### src/rtl/agc_pkg.sv
package agc_pkg;
  typedef enum logic [1:0] {
    AGC_OFF   = 2'b00,
    AGC_LIMIT = 2'b01,
    AGC_COMP  = 2'b10,
    AGC_GATE  = 2'b11
  } agc_mode_e;

  localparam int T_ATK  = 0;
  localparam int T_HOLD = 1;
  localparam int T_REL  = 2;
  localparam int N_TMR  = 3;
endpackage

### src/rtl/agc_tick_timer.sv
module agc_tick_timer #(
  parameter int LIMIT = 4
) (
  input  logic clk,
  input  logic rst,
  input  logic clr,
  input  logic en,
  input  logic tick,
  output logic expire
);
  localparam int CW = (LIMIT > 1) ? $clog2(LIMIT) : 1;

  logic [CW-1:0] cnt;

  assign expire = en && tick && (cnt == CW'(LIMIT - 1));

  always_ff @(posedge clk) begin
    if (rst || clr) begin
      cnt <= '0;
    end else if (en && tick) begin
      cnt <= expire ? '0 : cnt + 1'b1;
    end
  end
endmodule

### src/rtl/agc_level_eval.sv
module agc_level_eval
  import agc_pkg::*;
#(
  parameter int EW   = 8,
  parameter int GW   = 6,
  parameter int LW   = 10,
  parameter int FIX  = 12,
  parameter int MAX  = 60,
  parameter int LIM  = 18,
  parameter int KNEE = -60,
  parameter int GATE = -68,
  parameter int WIN  = 1
) (
  input  logic signed [EW-1:0] env_q,
  input  logic [GW-1:0]        gain,
  input  logic [1:0]           mode,
  output logic                 over,
  output logic                 under,
  output logic                 gated
);
  localparam logic signed [LW-1:0] LIM_L  = LW'(LIM);
  localparam logic signed [LW-1:0] KNEE_L = LW'(KNEE);
  localparam logic signed [LW-1:0] GATE_L = LW'(GATE);
  localparam logic signed [LW-1:0] WIN_L  = LW'(WIN);
  localparam logic signed [LW-1:0] FIX_L  = LW'(FIX);
  localparam logic signed [LW-1:0] MAX_L  = LW'(MAX);

  logic signed [LW-1:0] env_x, gain_x, lvl, above, curve, tgt, ceil;

  always_comb begin
    env_x  = LW'(env_q);
    gain_x = $signed({{(LW-GW){1'b0}}, gain});
    lvl    = env_x + gain_x;
    above  = env_x - KNEE_L;
    curve  = (env_x <= KNEE_L) ? (env_x + MAX_L) : (KNEE_L + MAX_L + (above >>> 1));
    if (mode == AGC_LIMIT) begin
      tgt  = LIM_L;
      ceil = FIX_L;
    end else begin
      tgt  = (curve < LIM_L) ? curve : LIM_L;
      ceil = MAX_L;
    end
    over  = lvl > tgt;
    under = (lvl < (tgt - WIN_L)) && (gain_x < ceil);
    gated = (mode == AGC_GATE) && (env_x < GATE_L);
  end
endmodule

### src/rtl/agc_gain_core.sv
module agc_gain_core
  import agc_pkg::*;
#(
  parameter int GW  = 6,
  parameter int FIX = 12
) (
  input  logic             clk,
  input  logic             rst,
  input  logic [1:0]       mode,
  input  logic             over,
  input  logic             under,
  input  logic             gated,
  input  logic [N_TMR-1:0] expire,
  output logic [N_TMR-1:0] tmr_clr,
  output logic [N_TMR-1:0] tmr_en,
  output logic             reload,
  output logic [GW-1:0]    gain
);
  logic [1:0] mode_q;
  logic atk_run, hold_done;
  logic active, flush, first_cut, atk_cut, rise, cut, restart, drop_back;

  always_comb begin
    reload    = (mode != mode_q);
    flush     = reload || (mode == AGC_OFF);
    active    = !flush && !gated;
    first_cut = active && over && !atk_run;
    atk_cut   = active && over && expire[T_ATK];
    rise      = active && under && expire[T_REL];
    cut       = first_cut || atk_cut;
    restart   = cut || rise;
    drop_back = active && !under;

    tmr_en[T_ATK]   = active && atk_run;
    tmr_en[T_HOLD]  = active && under && !hold_done;
    tmr_en[T_REL]   = active && under && hold_done;
    tmr_clr[T_ATK]  = flush || restart;
    tmr_clr[T_HOLD] = flush || restart || drop_back;
    tmr_clr[T_REL]  = flush || restart || drop_back;
  end

  always_ff @(posedge clk) begin
    if (rst) begin
      gain      <= GW'(FIX);
      mode_q    <= AGC_OFF;
      atk_run   <= 1'b0;
      hold_done <= 1'b0;
    end else begin
      mode_q <= mode;
      if (flush) begin
        gain      <= GW'(FIX);
        atk_run   <= 1'b0;
        hold_done <= 1'b0;
      end else if (active) begin
        if (cut && (gain != '0)) gain <= gain - 1'b1;
        else if (rise)           gain <= gain + 1'b1;

        if (first_cut)                   atk_run <= 1'b1;
        else if (rise)                   atk_run <= 1'b0;
        else if (expire[T_ATK] && !over) atk_run <= 1'b0;

        if (restart || !under)   hold_done <= 1'b0;
        else if (expire[T_HOLD]) hold_done <= 1'b1;
      end
    end
  end
endmodule

### src/rtl/agc_gain_stepper.sv
module agc_gain_stepper
  import agc_pkg::*;
#(
  parameter int EW         = 8,
  parameter int FIX_GAIN   = 12,
  parameter int MAX_GAIN   = 60,
  parameter int LIMIT_LVL  = 18,
  parameter int KNEE_LVL   = -60,
  parameter int GATE_LVL   = -68,
  parameter int WINDOW     = 1,
  parameter int ATK_TICKS  = 64,
  parameter int HOLD_TICKS = 16,
  parameter int REL_TICKS  = 18100,
  localparam int GW        = $clog2(MAX_GAIN + 1)
) (
  input  logic                 clk,
  input  logic                 rst,
  input  logic                 tick,
  input  logic [1:0]           mode,
  input  logic                 env_valid,
  input  logic signed [EW-1:0] env_level,
  output logic                 env_ready,
  output logic [GW-1:0]        gain_code
);
  localparam int LW = ((EW > GW) ? EW : GW) + 2;
  localparam int TLIM [N_TMR] = '{ATK_TICKS, HOLD_TICKS, REL_TICKS};

  logic signed [EW-1:0] env_q;
  logic lvl_over, lvl_under, gated, reload;
  logic [N_TMR-1:0] expire, tmr_clr, tmr_en;

  assign env_ready = 1'b1;

  always_ff @(posedge clk) begin
    if (rst)            env_q <= {1'b1, {(EW-1){1'b0}}};
    else if (env_valid) env_q <= env_level;
  end

  agc_level_eval #(
    .EW(EW), .GW(GW), .LW(LW), .FIX(FIX_GAIN), .MAX(MAX_GAIN),
    .LIM(LIMIT_LVL), .KNEE(KNEE_LVL), .GATE(GATE_LVL), .WIN(WINDOW)
  ) u_eval (
    .env_q(env_q), .gain(gain_code), .mode(mode),
    .over(lvl_over), .under(lvl_under), .gated(gated)
  );

  for (genvar i = 0; i < N_TMR; i++) begin : g_tmr
    agc_tick_timer #(.LIMIT(TLIM[i])) u_tmr (
      .clk(clk), .rst(rst), .clr(tmr_clr[i]), .en(tmr_en[i]),
      .tick(tick), .expire(expire[i])
    );
  end

  agc_gain_core #(.GW(GW), .FIX(FIX_GAIN)) u_core (
    .clk(clk), .rst(rst), .mode(mode), .over(lvl_over), .under(lvl_under),
    .gated(gated), .expire(expire), .tmr_clr(tmr_clr), .tmr_en(tmr_en),
    .reload(reload), .gain(gain_code)
  );
endmodule

### config.mk
export PLATFORM = sky130hd
export DESIGN_NAME = agc_gain_stepper
export DESIGN_NICKNAME = d
export VERILOG_FILES = /design/src/rtl/agc_pkg.sv /design/src/rtl/agc_tick_timer.sv /design/src/rtl/agc_level_eval.sv /design/src/rtl/agc_gain_core.sv /design/src/rtl/agc_gain_stepper.sv
export SDC_FILE = /design/constraint.sdc
export NUM_CORES = 1
export LEC_CHECK = 0
export BUFFER_PORTS_ARGS = -buffer_cell sky130_fd_sc_hd__buf_4
export CAP_MARGIN = 20
export CORE_MARGIN = 2
export CORE_UTILIZATION = 50
export CTS_CLUSTER_SIZE = 12
export DETAILED_ROUTE_END_ITERATION = 12
export PLACE_DENSITY_LB_ADDON = 0.1
export SKIP_CTS_REPAIR_TIMING = 1
export SYNTH_ARGS = -nofsm -noshare
export SYNTH_HDL_FRONTEND = slang
export SYNTH_SLANG_ARGS = --single-unit
### constraint.sdc
create_clock -name clk -period 6.7 [get_ports clk]
set_input_delay 0.335 -clock clk [delete_from_list [all_inputs] [get_ports clk]]
set_output_delay 0.335 -clock clk [all_outputs]
set_load 0.05 [all_outputs]
==> results.yml, run 1 <==
status:
  status: "complete, no violations"
die:
  rows: 29
  die-area_um2: 7354
  ioPinCount: 21
  dieHeight_um: 85.76
  start_util_pct: 52.04
  die_x_um: 85.76
  core-area_um2: 6422
detailed_routing:
  ant_nets: 0
  drtPass1Iterations: 4
  wl_met1_mm: 3.483
  dr_wl_met2_mm: 3.186
  vias_per_cell: 5.775
  wl_met3_um: 303
  vias: 2795
  wl_mm: 7.055
  post_drt_wl_per_cell_um: 14.58
  drtIter0Drc: 105
  top_layer_used: "met4"
  route.detailed.drc: 0
pwr:
  p_total_uw: 596.8
  power_density_nw_per_um2: 166.0
  power_leakage_uw: 0.001463
  peakVddDrop_mv: 0.08865
global_route:
  grt_first_pass_wirelength_mm: 12.20
  grt_max_degree: 20
  antenna_found_initial: 0
  grt_use_total_pct: 20.40
  first_global_vias: 2632
  grt_overflow: 0
setup_path:
  path_cells: "inv_1, ha_1, or3b_2, xnor2_1, inv_1, nor3_1, nand4_1, ha_1, nor2_1, o21ai_1, ha_1, nand4_1, o221a_2, o22ai_1, and3_1, ha_1, a21o_1, a21oi_1, nor2_1, a211oi_1, and4_1, o21a_1, nor3_2"
  reg2regPathDepth: 23
  cp_slowest_cell: "o22ai_1"
  arrival_ns: 6.26
  reg2reg_from: "env_q[2]"
  startpoint: "env_q[2]"
  cp_top_family: "simple AND/OR/NAND/NOR gates"
  criticalPathCategory: "flop to flop"
  critPathRequiredTime_ns: 6.88
  crit_top_cell: "ha_1"
  r2r-end: "u_core.gain[5]"
  path_max_fanout: 11
  end_kind: "flop"
  crit_end: "u_core.gain[5]"
  worst-path-buf-inv: 2
  worstSetupPathDepth: 23
  slowest_delay_ns: 0.49
  cp-start-kind: "flop"
  rrSetupSlack_ns: 0.62
yosys:
  syn_area_um2: 3342
  synth_area_per_cell_um2: 8.525
  synthArstFlopShare_pct: 0
  synth_seq_area_share_pct: 25.76
  yosysWarnings: 0
  ys_types: 65
  ys.flop_type: "dfxtp_1"
  syn_nets: 447
  synth-edff-count: 0
  synth_seq_cells: 43
  syn_inst: 392
hold_path:
  hold_class: "input port to flop"
finish:
  num_antenna_cells: 0
  layout-drive-gt1-share_pct: 10.07
  seqCellArea_um2: 860.8
  multi_input_area_um2: 2361
  fin_area_um2: 3595
  fillCellCount: 590
  final_nets: 461
  area.growth.synth_to_final_pct: 7.563
sta:
  skew_ns: 0.01015
  hold_ws_ns: 0.2437
  fin_ws_ns: 0.6182
  worstMarginPinSlew_ns: 0.9447
  final.min_clock_period_ns: 6.082
  max_freq_ghz: 0.1644
  final.setup.tns_ns: 0
  period_share_pct: 90.77
  drv_slew: 0
  rsz0062_at_grt: "no"
  finalSetupViolCount: 0
  max_slew_margin_pct: 36.77
  final_hold_viol_count: 0
clock_network:
  cts-root-buf: "clkbuf_8"
  cts.path.max_buffers: 2
  clock_latency_ns: 0.29
  clk_pin_slew_ns: 0.08
  cts_made_buffers: 5
  cts_tree: "done"
  cts_sinks: 43
  htree_levels: 2
placed_design:
  port-buffer-count: 19
  dp_hpwl_mm: 5.596
  gp_congestion: 0.8047
  dpl_worst_slack_ns: 0.7188
  postPlaceCellArea_um2: 3510
run:
  max_cap_violations: 0
registers in the layout (all words and copies together) (netlist names):
| name | cells |
|---|---|
| u_core.atk_run | 1 |
| u_core.mode_q | 2 |
| u_core.gain | 6 |
| g_tmr.u_tmr.cnt | 25 |
| u_core.hold_done | 1 |
| env_q | 8 |
logic make-up after synthesis:
kind of cell,Yosys count,synth area share (%)
other,1,0.1122
buffers and inverters,25,3.594
flip-flops,43,25.76
adder cells (fa/ha/maj),41,15.80
multiplexers,13,3.894
AO/OA/AOI/OAI,68,16.55
AND/OR/NAND/NOR,165,24.86
XOR/XNOR,36,9.435
worst min-delay path by stage:
stage                            from  slack (ns)                      to  cells after the start
3_3_place_gp   g_tmr[2].u_tmr.cnt[13]        0.47  g_tmr[2].u_tmr.cnt[13]                      2
5_1_grt                  env_level[7]        0.24                env_q[7]                      2
3_5_place_dp   g_tmr[2].u_tmr.cnt[13]        0.48  g_tmr[2].u_tmr.cnt[13]                      2
2_1_floorplan                     rst        0.44          u_core.gain[2]                      2
6_report                 env_level[7]        0.24                env_q[7]                      2
4_1_cts                  env_level[7]        0.24                env_q[7]                      2
area by class of cell:
class	count	share of cell area, %
clock inverters	2	0.3481
inverters	13	1.357
flip-flops and latches	43	23.95
clock buffers	6	2.019
repair buffers	19	3.968
well taps	77	2.680
multi-input cells	324	65.68
synthesized netlist by cell type (all sizes together) (6+ instances only):
cell type  instances  area (um^2)
inv               13        48.80
nand4             12        75.07
clkbuf             7        26.28
nor3              12        65.06
nor2b              6        37.54
dfxtp             43        860.8
and3              10        63.81
ha                39        488.0
nor2              48        180.2
nand3             16        85.08
a21oi             20        100.1
mux2i             13        130.1
xor2              21        183.9
nand2             38        142.6
xnor2             15        131.4
routing by layer:
layer	global-route usage, %	vias up
li1	-	1442
met3	2.791	11
met1	29.04	1284
met4	5.195	0
met2	32.67	58
met5	0	-
cell usage in the layout (no fill, tap or decap), drive strengths merged, types with 3 or more instances in the layout:
master / count
nor2: 48
o21a: 4
and2: 3
a31oi: 3
a211oi: 3
mux2i: 13
inv: 13
o211ai: 3
nor2b: 6
a21oi: 20
nor3: 12
clkbuf: 6
xnor2: 15
a2111oi: 4
dfxtp: 43
ha: 39
nand2b: 5
nand4: 12
o21ai: 4
nand3: 16
xor2: 21
and3: 10
a21o: 5
nand2: 38
buf: 19
through the flow:
| step | utilization (%) | cells |
|---|---|---|
| after floorplan | - | 392 |
| after CTS | 55.97 | 484 |
| after detailed placement | 54.65 | 476 |
| after global routing | 55.97 | 484 |
| final | 55.97 | 484 |
| after global placement | 54.65 | 476 |
power breakdown:
group          total, uW  internal, uW  switching, uW
registers            267           259           8.07
logic                171          71.2           99.6
clock network        159          72.9           86.0
Note: power is estimated with default switching activity, not from simulation.
==> run 2, diff against run 1 <==
clock period = 5.16 ns   (was 6.7 ns; I/O delays follow)
==> run 2 against run 1 <==
Net effect:
- the run now ends with negative setup slack left
- first-iteration DRC count is 7.6% lower
- routed wire length increased by 20%
- combinational power is 94% higher
- die area unchanged
- highest routed layer unchanged
==> results.yml, run 2 (same netlist as run 1, synthesis figures left out) <==
setup_path:
  crit_end: "g_tmr[2].u_tmr.cnt[7]"
  path_max_fanout: 4
  rrSetupSlack_ns: -0.17
  criticalPathCategory: "flop to flop"
  arrival_ns: 5.58
  reg2reg_from: "env_q[3]"
  critPathRequiredTime_ns: 5.41
  startpoint: "env_q[3]"
  cp-start-kind: "flop"
  end_kind: "flop"
  reg2regPathDepth: 25
  r2r-end: "g_tmr[2].u_tmr.cnt[7]"
detailed_routing:
  vias_per_cell: 5.641
  vias: 3091
  ant_nets: 0
  post_drt_wl_per_cell_um: 15.49
  drtIter0Drc: 97
  drtPass1Iterations: 4
  route.detailed.drc: 0
  wl_mm: 8.490
sta:
  final.setup.tns_ns: -2.532
  final.min_clock_period_ns: 5.333
  period_share_pct: 103.4
  final_hold_viol_count: 0
  worstMarginPinSlew_ns: 0.7877
  max_freq_ghz: 0.1875
  rsz0062_at_grt: "yes"
  skew_ns: 0.005454
  max_slew_margin_pct: 47.24
  drv_slew: 0
  hold_ws_ns: 0.1564
  fin_ws_ns: -0.1732
  finalSetupViolCount: 26
die:
  start_util_pct: 52.04
  core-area_um2: 6422
  dieHeight_um: 85.76
  rows: 29
  die_x_um: 85.76
  die-area_um2: 7354
  ioPinCount: 21
global_route:
  grt_first_pass_wirelength_mm: 13.10
  grt_overflow: 0
  grt_use_total_pct: 21.96
  grt_max_degree: 20
  first_global_vias: 2798
  antenna_found_initial: 0
placed_design:
  dp_hpwl_mm: 6.104
  port-buffer-count: 19
  gp_congestion: 0.8925
pwr:
  intPower_uw: 595.1
  pwr-share-clk_pct: 25.3
  seqPwrFrac_pct: 37.8
  peakVddDrop_mv: 0.1562
  power_frac_comb_pct: 36.9
  power_leakage_uw: 0.001860
  switching_power_uw: 306.5
  switching_share_pct: 34.00
  power_density_nw_per_um2: 203.7
clock_network:
  cts.path.max_buffers: 2
  cts_sinks: 43
  cts-root-buf: "clkbuf_8"
  clk_pin_slew_ns: 0.09
  cts_tree: "done"
  htree_levels: 2
  clock_latency_ns: 0.30
  cts_made_buffers: 5
finish:
  area.growth.synth_to_final_pct: 32.42
  final_nets: 525
  reg_top3: "g_tmr.u_tmr.cnt: 25 flops, env_q: 8 flops, u_core.gain: 6 flops"
  regMostFlops: "g_tmr.u_tmr.cnt"
  final_cell_mix: "buf_4 (74), dfxtp_1 (41), nor2_1 (40), ha_1 (37), nand2_1 (33)"
  largest_register_ffs: 25
  layout-drive-gt1-share_pct: 31.85
  final_common_cell: "buf_4"
  num_antenna_cells: 0
status:
  status: "finished with violations"
  violations: "negative setup slack"
run:
  max_cap_violations: 0
hold_path:
  hold_class: "input port to flop"
-- run 2: critical path, cell delays in order, from the launching register on --
cell and delay, ns:
dfxtp_2 0.35, buf_4 0.15, nor3_1 0.32, xnor2_2 0.23, and3_1 0.25, a21oi_2 0.05, nand2_1 0.09, nand4_1 0.11
ha_1 0.35, nand2b_4 0.19, nor2_4 0.15, ha_4 0.16, o2111ai_4 0.10, nor2_4 0.13, nand3_2 0.11, xnor2_2 0.15
ha_1 0.31, a2111o_1 0.44, or4b_4 0.57, buf_6 0.15, a2111oi_4 0.28, buf_4 0.19, buf_4 0.12, nand3_1 0.08
xor2_1 0.15, nor2_1 0.08
-- run 2: metal layers --
metal / routed length [um] / vias up / GRT usage [%]
met5: 0 / - / 0
met4: 65 / 0 / 4.762
met3: 209 / 8 / 3.176
met2: 4034 / 35 / 35.30
met1: 4179 / 1475 / 31.35
li1: - / 1573 / -
-- run 2: worst min-delay path by stage --
| stage | cells past startpoint | startpoint | endpoint | slack (ns) |
|---|---|---|---|---|
| finish | 2 | env_level[7] | env_q[7] | 0.16 |
| global route | 2 | env_level[7] | env_q[7] | 0.16 |
| CTS | 2 | env_level[7] | env_q[7] | 0.15 |
| detailed placement | 2 | env_level[7] | env_q[7] | 0.47 |
| global placement | 2 | g_tmr[2].u_tmr.cnt[13] | g_tmr[2].u_tmr.cnt[13] | 0.47 |
| floorplan | 2 | rst | u_core.gain[2] | 0.36 |
-- run 2: power by group through the flow --
stage	registers, uW	clock network, uW	logic, uW
floorplan	349	0	186
global placement	348	0	276
detailed placement	348	0	281
CTS	340	233	282
global route	342	249	365
finish	341	228	332
-- run 2: area by class of cell --
class	count	area [um^2]
multi-input combinational	324	2631
sequential	43	863.3
fill	528	1997
tap	77	96.34
inverter	13	48.80
clock buffer	5	68.82
timing repair buffer	83	693.2
clock inverter	3	23.77
-- run 2: stage by stage --
stage | power [uW] | worst slack [ns] | std cells | util [%] | area, um^2
6_report | 901.7 | -0.1732 | 548 | 68.91 | 4425
2_1_floorplan | 534.6 | -0.03379 | 392 | - | 3400
3_5_place_dp | 628.9 | -0.2237 | 518 | 60.41 | 3880
5_1_grt | 956.5 | -0.3940 | 548 | 68.91 | 4425
4_1_cts | 855.6 | -0.2460 | 526 | 61.85 | 3973
3_3_place_gp | 623.7 | -0.1223 | 518 | 60.41 | 3880
